$ cat config.mk
export PLATFORM = sky130hd
export DESIGN_NAME = crtc_timing_ctrl
export DESIGN_NICKNAME = d
export VERILOG_FILES = /design/src/rtl/crtc_pkg.sv /design/src/rtl/crtc_regs.sv /design/src/rtl/crtc_hcount.sv /design/src/rtl/crtc_vcount.sv /design/src/rtl/crtc_addr.sv /design/src/rtl/crtc_timing_ctrl.sv
export SDC_FILE = /design/constraint.sdc
export NUM_CORES = 1
export LEC_CHECK = 0
export BUFFER_PORTS_ARGS = -buffer_cell sky130_fd_sc_hd__buf_4
export CORE_AREA = 2 2 188 190
export DETAILED_ROUTE_END_ITERATION = 8
export DIE_AREA = 0 0 190 192
export PLACE_DENSITY = 0.58
export SETUP_SLACK_MARGIN = 0.4
export SYNTH_ARGS = -nofsm -noshare
export SYNTH_HDL_FRONTEND = slang
export SYNTH_SLANG_ARGS = --single-unit
$ cat constraint.sdc
create_clock -name clk -period 14.18 [get_ports clk]
set_clock_uncertainty 0.1 [all_clocks]
set_input_delay 0.709 -clock clk [delete_from_list [all_inputs] [get_ports clk]]
set_output_delay 0.709 -clock clk [all_outputs]
set_load 0.005 [all_outputs]
$ cat src/rtl/crtc_pkg.sv
package crtc_pkg;
  localparam int DW   = 8;
  localparam int AW   = 16;
  localparam int NREG = 16;
  localparam int RIW  = $clog2(NREG);

  // register numbers decoded by the timing logic
  localparam int RG_HTOT  = 0;
  localparam int RG_HDISP = 1;
  localparam int RG_HSPOS = 2;
  localparam int RG_HSWID = 3;
  localparam int RG_VTOT  = 4;
  localparam int RG_VADJ  = 5;
  localparam int RG_VDISP = 6;
  localparam int RG_VSPOS = 7;
  localparam int RG_MAXSL = 9;
  localparam int RG_ORGH  = 12;
  localparam int RG_ORGL  = 13;

  typedef struct packed {
    logic [DW-1:0] htot;
    logic [DW-1:0] hdisp;
    logic [DW-1:0] hspos;
    logic [DW-1:0] hswid;
    logic [DW-1:0] vtot;
    logic [DW-1:0] vadj;
    logic [DW-1:0] vdisp;
    logic [DW-1:0] vspos;
    logic [DW-1:0] maxsl;
    logic [AW-1:0] origin;
  } crt_cfg_t;
endpackage

$ cat src/rtl/crtc_regs.sv
module crtc_regs
  import crtc_pkg::*;
(
  input  logic          clk,
  input  logic          rst,
  input  logic          idx_we,
  input  logic          val_we,
  input  logic [DW-1:0] wdata,
  output logic [DW-1:0] rdata,
  output logic [DW-1:0] sel,
  output crt_cfg_t      cfg
);
  logic [DW-1:0] sel_q;
  logic [DW-1:0] regs_q [NREG];
  logic          sel_ok;

  assign sel_ok = (sel_q < DW'(NREG));
  assign sel    = sel_q;

  always_ff @(posedge clk) begin
    if (rst) begin
      sel_q <= '0;
      rdata <= '0;
      for (int i = 0; i < NREG; i++) regs_q[i] <= '0;
    end else begin
      if (idx_we) sel_q <= wdata;
      if (val_we && sel_ok) regs_q[sel_q[RIW-1:0]] <= wdata;
      rdata <= sel_ok ? regs_q[sel_q[RIW-1:0]] : '0;
    end
  end

  always_comb begin
    cfg.htot   = regs_q[RG_HTOT];
    cfg.hdisp  = regs_q[RG_HDISP];
    cfg.hspos  = regs_q[RG_HSPOS];
    cfg.hswid  = regs_q[RG_HSWID];
    cfg.vtot   = regs_q[RG_VTOT];
    cfg.vadj   = regs_q[RG_VADJ];
    cfg.vdisp  = regs_q[RG_VDISP];
    cfg.vspos  = regs_q[RG_VSPOS];
    cfg.maxsl  = regs_q[RG_MAXSL];
    cfg.origin = {regs_q[RG_ORGH], regs_q[RG_ORGL]};
  end
endmodule

$ cat src/rtl/crtc_hcount.sv
module crtc_hcount
  import crtc_pkg::*;
(
  input  logic          clk,
  input  logic          rst,
  input  logic [DW-1:0] htot,
  input  logic [DW-1:0] hdisp,
  input  logic [DW-1:0] hspos,
  input  logic [DW-1:0] hswid,
  output logic [DW-1:0] h_pos,
  output logic          hde,
  output logic          hsync,
  output logic          line_end
);
  logic [DW-1:0] h_nxt;

  always_comb begin
    line_end = (h_pos >= htot);
    h_nxt    = line_end ? '0 : h_pos + DW'(1);
  end

  // strobes are computed from the next count so they line up with h_pos
  always_ff @(posedge clk) begin
    if (rst) begin
      h_pos <= '0;
      hde   <= 1'b0;
      hsync <= 1'b0;
    end else begin
      h_pos <= h_nxt;
      hde   <= (h_nxt < hdisp);
      hsync <= (h_nxt >= hspos) && ((h_nxt - hspos) < hswid);
    end
  end
endmodule

$ cat src/rtl/crtc_vcount.sv
module crtc_vcount
  import crtc_pkg::*;
(
  input  logic          clk,
  input  logic          rst,
  input  logic          line_end,
  input  logic [DW-1:0] vtot,
  input  logic [DW-1:0] vadj,
  input  logic [DW-1:0] vdisp,
  input  logic [DW-1:0] vspos,
  input  logic [DW-1:0] maxsl,
  output logic [DW-1:0] v_row,
  output logic [DW-1:0] v_line,
  output logic          vde,
  output logic          vsync,
  output logic          row_end,
  output logic          frame_end
);
  logic          in_adj, adj_n;
  logic [DW-1:0] row_n, line_n;
  logic          row_wrap, last_row, adj_done, frame_wrap;

  always_comb begin
    row_wrap   = !in_adj && (v_line >= maxsl);
    last_row   = (v_row >= vtot);
    adj_done   = in_adj && (((DW+1)'(v_line) + (DW+1)'(1)) >= (DW+1)'(vadj));
    frame_wrap = adj_done || (row_wrap && last_row && (vadj == '0));
    row_end    = line_end && row_wrap;
    frame_end  = line_end && frame_wrap;
    row_n  = v_row;
    line_n = v_line;
    adj_n  = in_adj;
    if (line_end) begin
      if (frame_wrap) begin
        row_n  = '0;
        line_n = '0;
        adj_n  = 1'b0;
      end else if (row_wrap && last_row) begin
        line_n = '0;
        adj_n  = 1'b1;
      end else if (row_wrap) begin
        row_n  = v_row + DW'(1);
        line_n = '0;
      end else begin
        line_n = v_line + DW'(1);
      end
    end
  end

  always_ff @(posedge clk) begin
    if (rst) begin
      v_row  <= '0;
      v_line <= '0;
      in_adj <= 1'b0;
      vde    <= 1'b0;
      vsync  <= 1'b0;
    end else begin
      v_row  <= row_n;
      v_line <= line_n;
      in_adj <= adj_n;
      vde    <= !adj_n && (row_n < vdisp);
      vsync  <= !adj_n && (row_n == vspos);
    end
  end
endmodule

$ cat src/rtl/crtc_addr.sv
module crtc_addr
  import crtc_pkg::*;
(
  input  logic          clk,
  input  logic          rst,
  input  logic          line_end,
  input  logic          row_end,
  input  logic          frame_end,
  input  logic [DW-1:0] h_pos,
  input  logic [DW-1:0] hdisp,
  input  logic [AW-1:0] origin,
  output logic [AW-1:0] ma
);
  logic [AW-1:0] row_base, next_base;

  assign next_base = row_base + AW'(hdisp);

  always_ff @(posedge clk) begin
    if (rst) begin
      row_base <= '0;
      ma       <= '0;
    end else if (line_end) begin
      if (frame_end) begin
        row_base <= origin;
        ma       <= origin;
      end else if (row_end) begin
        row_base <= next_base;
        ma       <= next_base;
      end else begin
        ma       <= row_base;
      end
    end else if (h_pos < hdisp) begin
      ma <= ma + AW'(1);
    end
  end
endmodule

$ cat src/rtl/crtc_timing_ctrl.sv
module crtc_timing_ctrl
  import crtc_pkg::*;
#(
  parameter logic [2:0] CARD_ID = 3'b101
) (
  input  logic          clk,
  input  logic          rst,
  input  logic          idx_we,
  input  logic          val_we,
  input  logic [7:0]    host_wdata,
  output logic [7:0]    val_rdata,
  output logic [7:0]    status_rdata,
  output logic [7:0]    h_pos,
  output logic [7:0]    v_row,
  output logic [7:0]    v_line,
  output logic          disp_en,
  output logic          hsync,
  output logic          vsync,
  output logic [15:0]   mem_addr
);
  crt_cfg_t      cfg;
  logic [DW-1:0] sel_idx;
  logic          hde, vde, line_end, row_end, frame_end;

  crtc_regs regs_i (
    .clk(clk), .rst(rst), .idx_we(idx_we), .val_we(val_we),
    .wdata(host_wdata), .rdata(val_rdata), .sel(sel_idx), .cfg(cfg)
  );

  crtc_hcount hcnt_i (
    .clk(clk), .rst(rst), .htot(cfg.htot), .hdisp(cfg.hdisp),
    .hspos(cfg.hspos), .hswid(cfg.hswid), .h_pos(h_pos),
    .hde(hde), .hsync(hsync), .line_end(line_end)
  );

  crtc_vcount vcnt_i (
    .clk(clk), .rst(rst), .line_end(line_end), .vtot(cfg.vtot),
    .vadj(cfg.vadj), .vdisp(cfg.vdisp), .vspos(cfg.vspos),
    .maxsl(cfg.maxsl), .v_row(v_row), .v_line(v_line), .vde(vde),
    .vsync(vsync), .row_end(row_end), .frame_end(frame_end)
  );

  crtc_addr addr_i (
    .clk(clk), .rst(rst), .line_end(line_end), .row_end(row_end),
    .frame_end(frame_end), .h_pos(h_pos), .hdisp(cfg.hdisp),
    .origin(cfg.origin), .ma(mem_addr)
  );

  assign disp_en      = hde && vde;
  assign status_rdata = {vsync, CARD_ID, 3'b000, hsync};
endmodule

==> results.json <==
{
  "antenna_found_initial": 0,
  "finalSetupViolCount": 0,
  "p_clk_frac": 0.433,
  "crit_path_start_kind": "register",
  "synthDistinctLibCells": 77,
  "slew-limit-headroom": 0.157,
  "fp.dieW_um": 190,
  "row_count": 68,
  "combPwrFrac": 0.104,
  "clock-sinks": 205,
  "clkLatencyLatePin_ps": 530,
  "cts-resized-gates": 0,
  "drive_gt1_frac": 0.167,
  "powerDensity_nw_per_um2": 107,
  "critPathCaptureType": "register",
  "timing.hold.ws_ps": 376,
  "max_cap_violations": 0,
  "io_pins": 71,
  "fmax_mhz": 221,
  "post-route-min-period_ps": 4530,
  "seq_power_share": 0.463,
  "post_cts_buffers": 0,
  "ys_seq_area_frac": 0.452,
  "die_y_um": 192,
  "nets": 1235,
  "h-tree-depth": 1,
  "grt.overflow.total": 0,
  "worst_slew_pin_slew_ps": 1260,
  "status": "completed",
  "p_int_w": 0.00110,
  "mostFrequentLayoutCells": "and2_1 (140), edfxtp_1 (128), nor2_1 (80), ha_1 (80), inv_1 (76)",
  "p_leak_nw": 5.52,
  "synth_edf_count": 128,
  "synth_ff_type": "edfxtp_1",
  "dpl.hpwl_um": 23200,
  "required_ps": 14470,
  "crit_path_max_fanout": 45,
  "synth-seq-cells": 205,
  "fillers": 3333,
  "hold_viol": 0,
  "grt_pass1_wl_um": 49700,
  "tritoncts": "done",
  "wl_um": 32100,
  "ys_warn_count": 0,
  "initial_core_util": 0.347,
  "p_sw_frac": 0.249,
  "grt_pass1_vias": 8388,
  "slew_violations": 0,
  "post_drt_wl_per_cell_um": 19.9,
  "avgSynthCellArea_um2": 10.9,
  "drc": 0,
  "gp_congestion": 0.888,
  "cts_root_buffer": "clkbuf_16",
  "ir_worst_vdd_mv": 0.0799,
  "arrival_ps": 4830,
  "drt-initial-drc-count": 542,
  "vias": 8429,
  "cts.path.max_buffers": 3,
  "p_switching_w": 0.000364,
  "first_pass_iters": 5,
  "critPathKind": "register to register",
  "coreArea_um2": 34300,
  "port_buffers": 64,
  "netlist_instances": 1092,
  "avgViaCountPerCell": 5.22,
  "holdBufCountCts": 0,
  "netlist_area_um2": 11900,
  "period_share": 0.320,
  "diodes": 0,
  "die_area_um2": 36500,
  "numCtsBuffers": 25,
  "grt_max_degree": 70,
  "area_growth_syn_to_layout_pct": 14.2,
  "clkTransAtPathRegs_ps": 60,
  "power_w": 0.00146,
  "rsz0062_at_grt": "no",
  "setup_tns_ps": 0,
  "antenna_left": 0,
  "final_common_cell": "and2_1",
  "synthArstFlopShare": 0,
  "grt.total_usage": 0.178,
  "hold_class": "register to register"
}
==> critical path, stage by stage (launching register included) <==
cell and delay, ps:
dfxtp_1 480, ha_1 300, a211oi_1 240, o21ai_1 150
a21oi_4 130, buf_4 460, nand2_1 140, ha_1 210
inv_1 90, fa_1 430, ha_1 280, a21boi_0 120
o21a_1 170, o21a_1 170, o21a_1 170, o21a_1 160
o21ai_0 140, nand2b_1 70, a2111oi_0 410
==> area by class of cell <==
cell class / count / area [µm²] / share of cell area
clock inverter: 14 / 128 / 0.00938
multi-input combinational: 762 / 6020 / 0.443
tap: 455 / 569 / 0.0418
timing repair buffer: 71 / 533 / 0.0392
inverter: 76 / 285 / 0.0210
clock buffer: 31 / 678 / 0.0498
sequential: 205 / 5390 / 0.396
==> cells by family (layout without fill, tap and decap cells) <==
logic type               Yosys count  in the layout  share of synthesized area
buffers and inverters            129            192                     0.0440
multiplexers                      56             56                     0.0892
adder cells (fa/ha/maj)           82             82                     0.0874
other                              2              6                   0.000631
AO/OA/AOI/OAI                    183            183                      0.114
XOR/XNOR                          48             48                     0.0353
AND/OR/NAND/NOR                  387            387                      0.178
flip-flops                       205            205                      0.452
==> registers in the layout (all words and copies together), names as in the netlist <==
| signal | cells |
|---|---|
| vcnt_i.v_line | 8 |
| addr_i.ma | 16 |
| vcnt_i.vsync | 1 |
| regs_i.rdata | 8 |
| hcnt_i.h_pos | 8 |
| addr_i.row_base | 16 |
| vcnt_i.vde | 1 |
| regs_i.sel | 8 |
| hcnt_i.hde | 1 |
| vcnt_i.v_row | 8 |
| hcnt_i.hsync | 1 |
| regs_i.regs_q | 128 |
| vcnt_i.in_adj | 1 |
==> synthesized netlist by cell type, drive strengths merged, types with 19 or more instances <==
cell / instances / area [µm²]
mux4: 40 / 901
inv: 76 / 285
xnor2: 26 / 228
buf: 19 / 111
nand2: 47 / 176
and2: 140 / 876
o21ai: 30 / 154
dfxtp: 77 / 1540
a21o: 21 / 158
nor2: 82 / 315
a21oi: 37 / 200
edfxtp: 128 / 3840
nand3: 22 / 110
clkbuf: 34 / 128
xor2: 22 / 193
ha: 80 / 1000
==> power by group through the flow <==
stage	Sequential [W]	Combinational (W)	Clock (W)
6_report	0.000678	0.000152	0.000633
5_1_grt	0.000680	0.000169	0.000666
4_1_cts	0.000677	0.000153	0.000644
3_5_place_dp	0.000690	0.000152	0
3_3_place_gp	0.000690	0.000151	0
2_1_floorplan	0.000678	0.000109	0
==> metal layers <==
metal	GRT usage	share of wire	vias to the layer above
met5	0	0	-
met4	0.0516	0.023	0
met3	0.0300	0.054	42
met2	0.296	0.47	213
met1	0.238	0.45	4135
li1	-	-	4039
==> worst paths after layout <==
path                           start                  to  slack [ps]  cells past startpoint
hold / removal    addr_i.row_base[5]  addr_i.row_base[5]         380                      2
setup / recovery     hcnt_i.h_pos[2]        hcnt_i.hsync        9650                     18
hold reg to reg   addr_i.row_base[5]  addr_i.row_base[5]         380                      2
setup reg to reg     hcnt_i.h_pos[2]        hcnt_i.hsync        9650                     18
==> through the flow <==
| step | std cells | util | instance area [µm²] | worst slack (ps) |
|---|---|---|---|---|
| after floorplan | 1096 | - | 11900 | 9390 |
| after global routing | 1614 | 0.397 | 13600 | 9420 |
| after global placement | 1569 | 0.373 | 12800 | 9810 |
| final | 1614 | 0.397 | 13600 | 9650 |
| after detailed placement | 1569 | 0.373 | 12800 | 9650 |
| after CTS | 1614 | 0.397 | 13600 | 9630 |
Note: power is estimated with default switching activity, not from simulation.
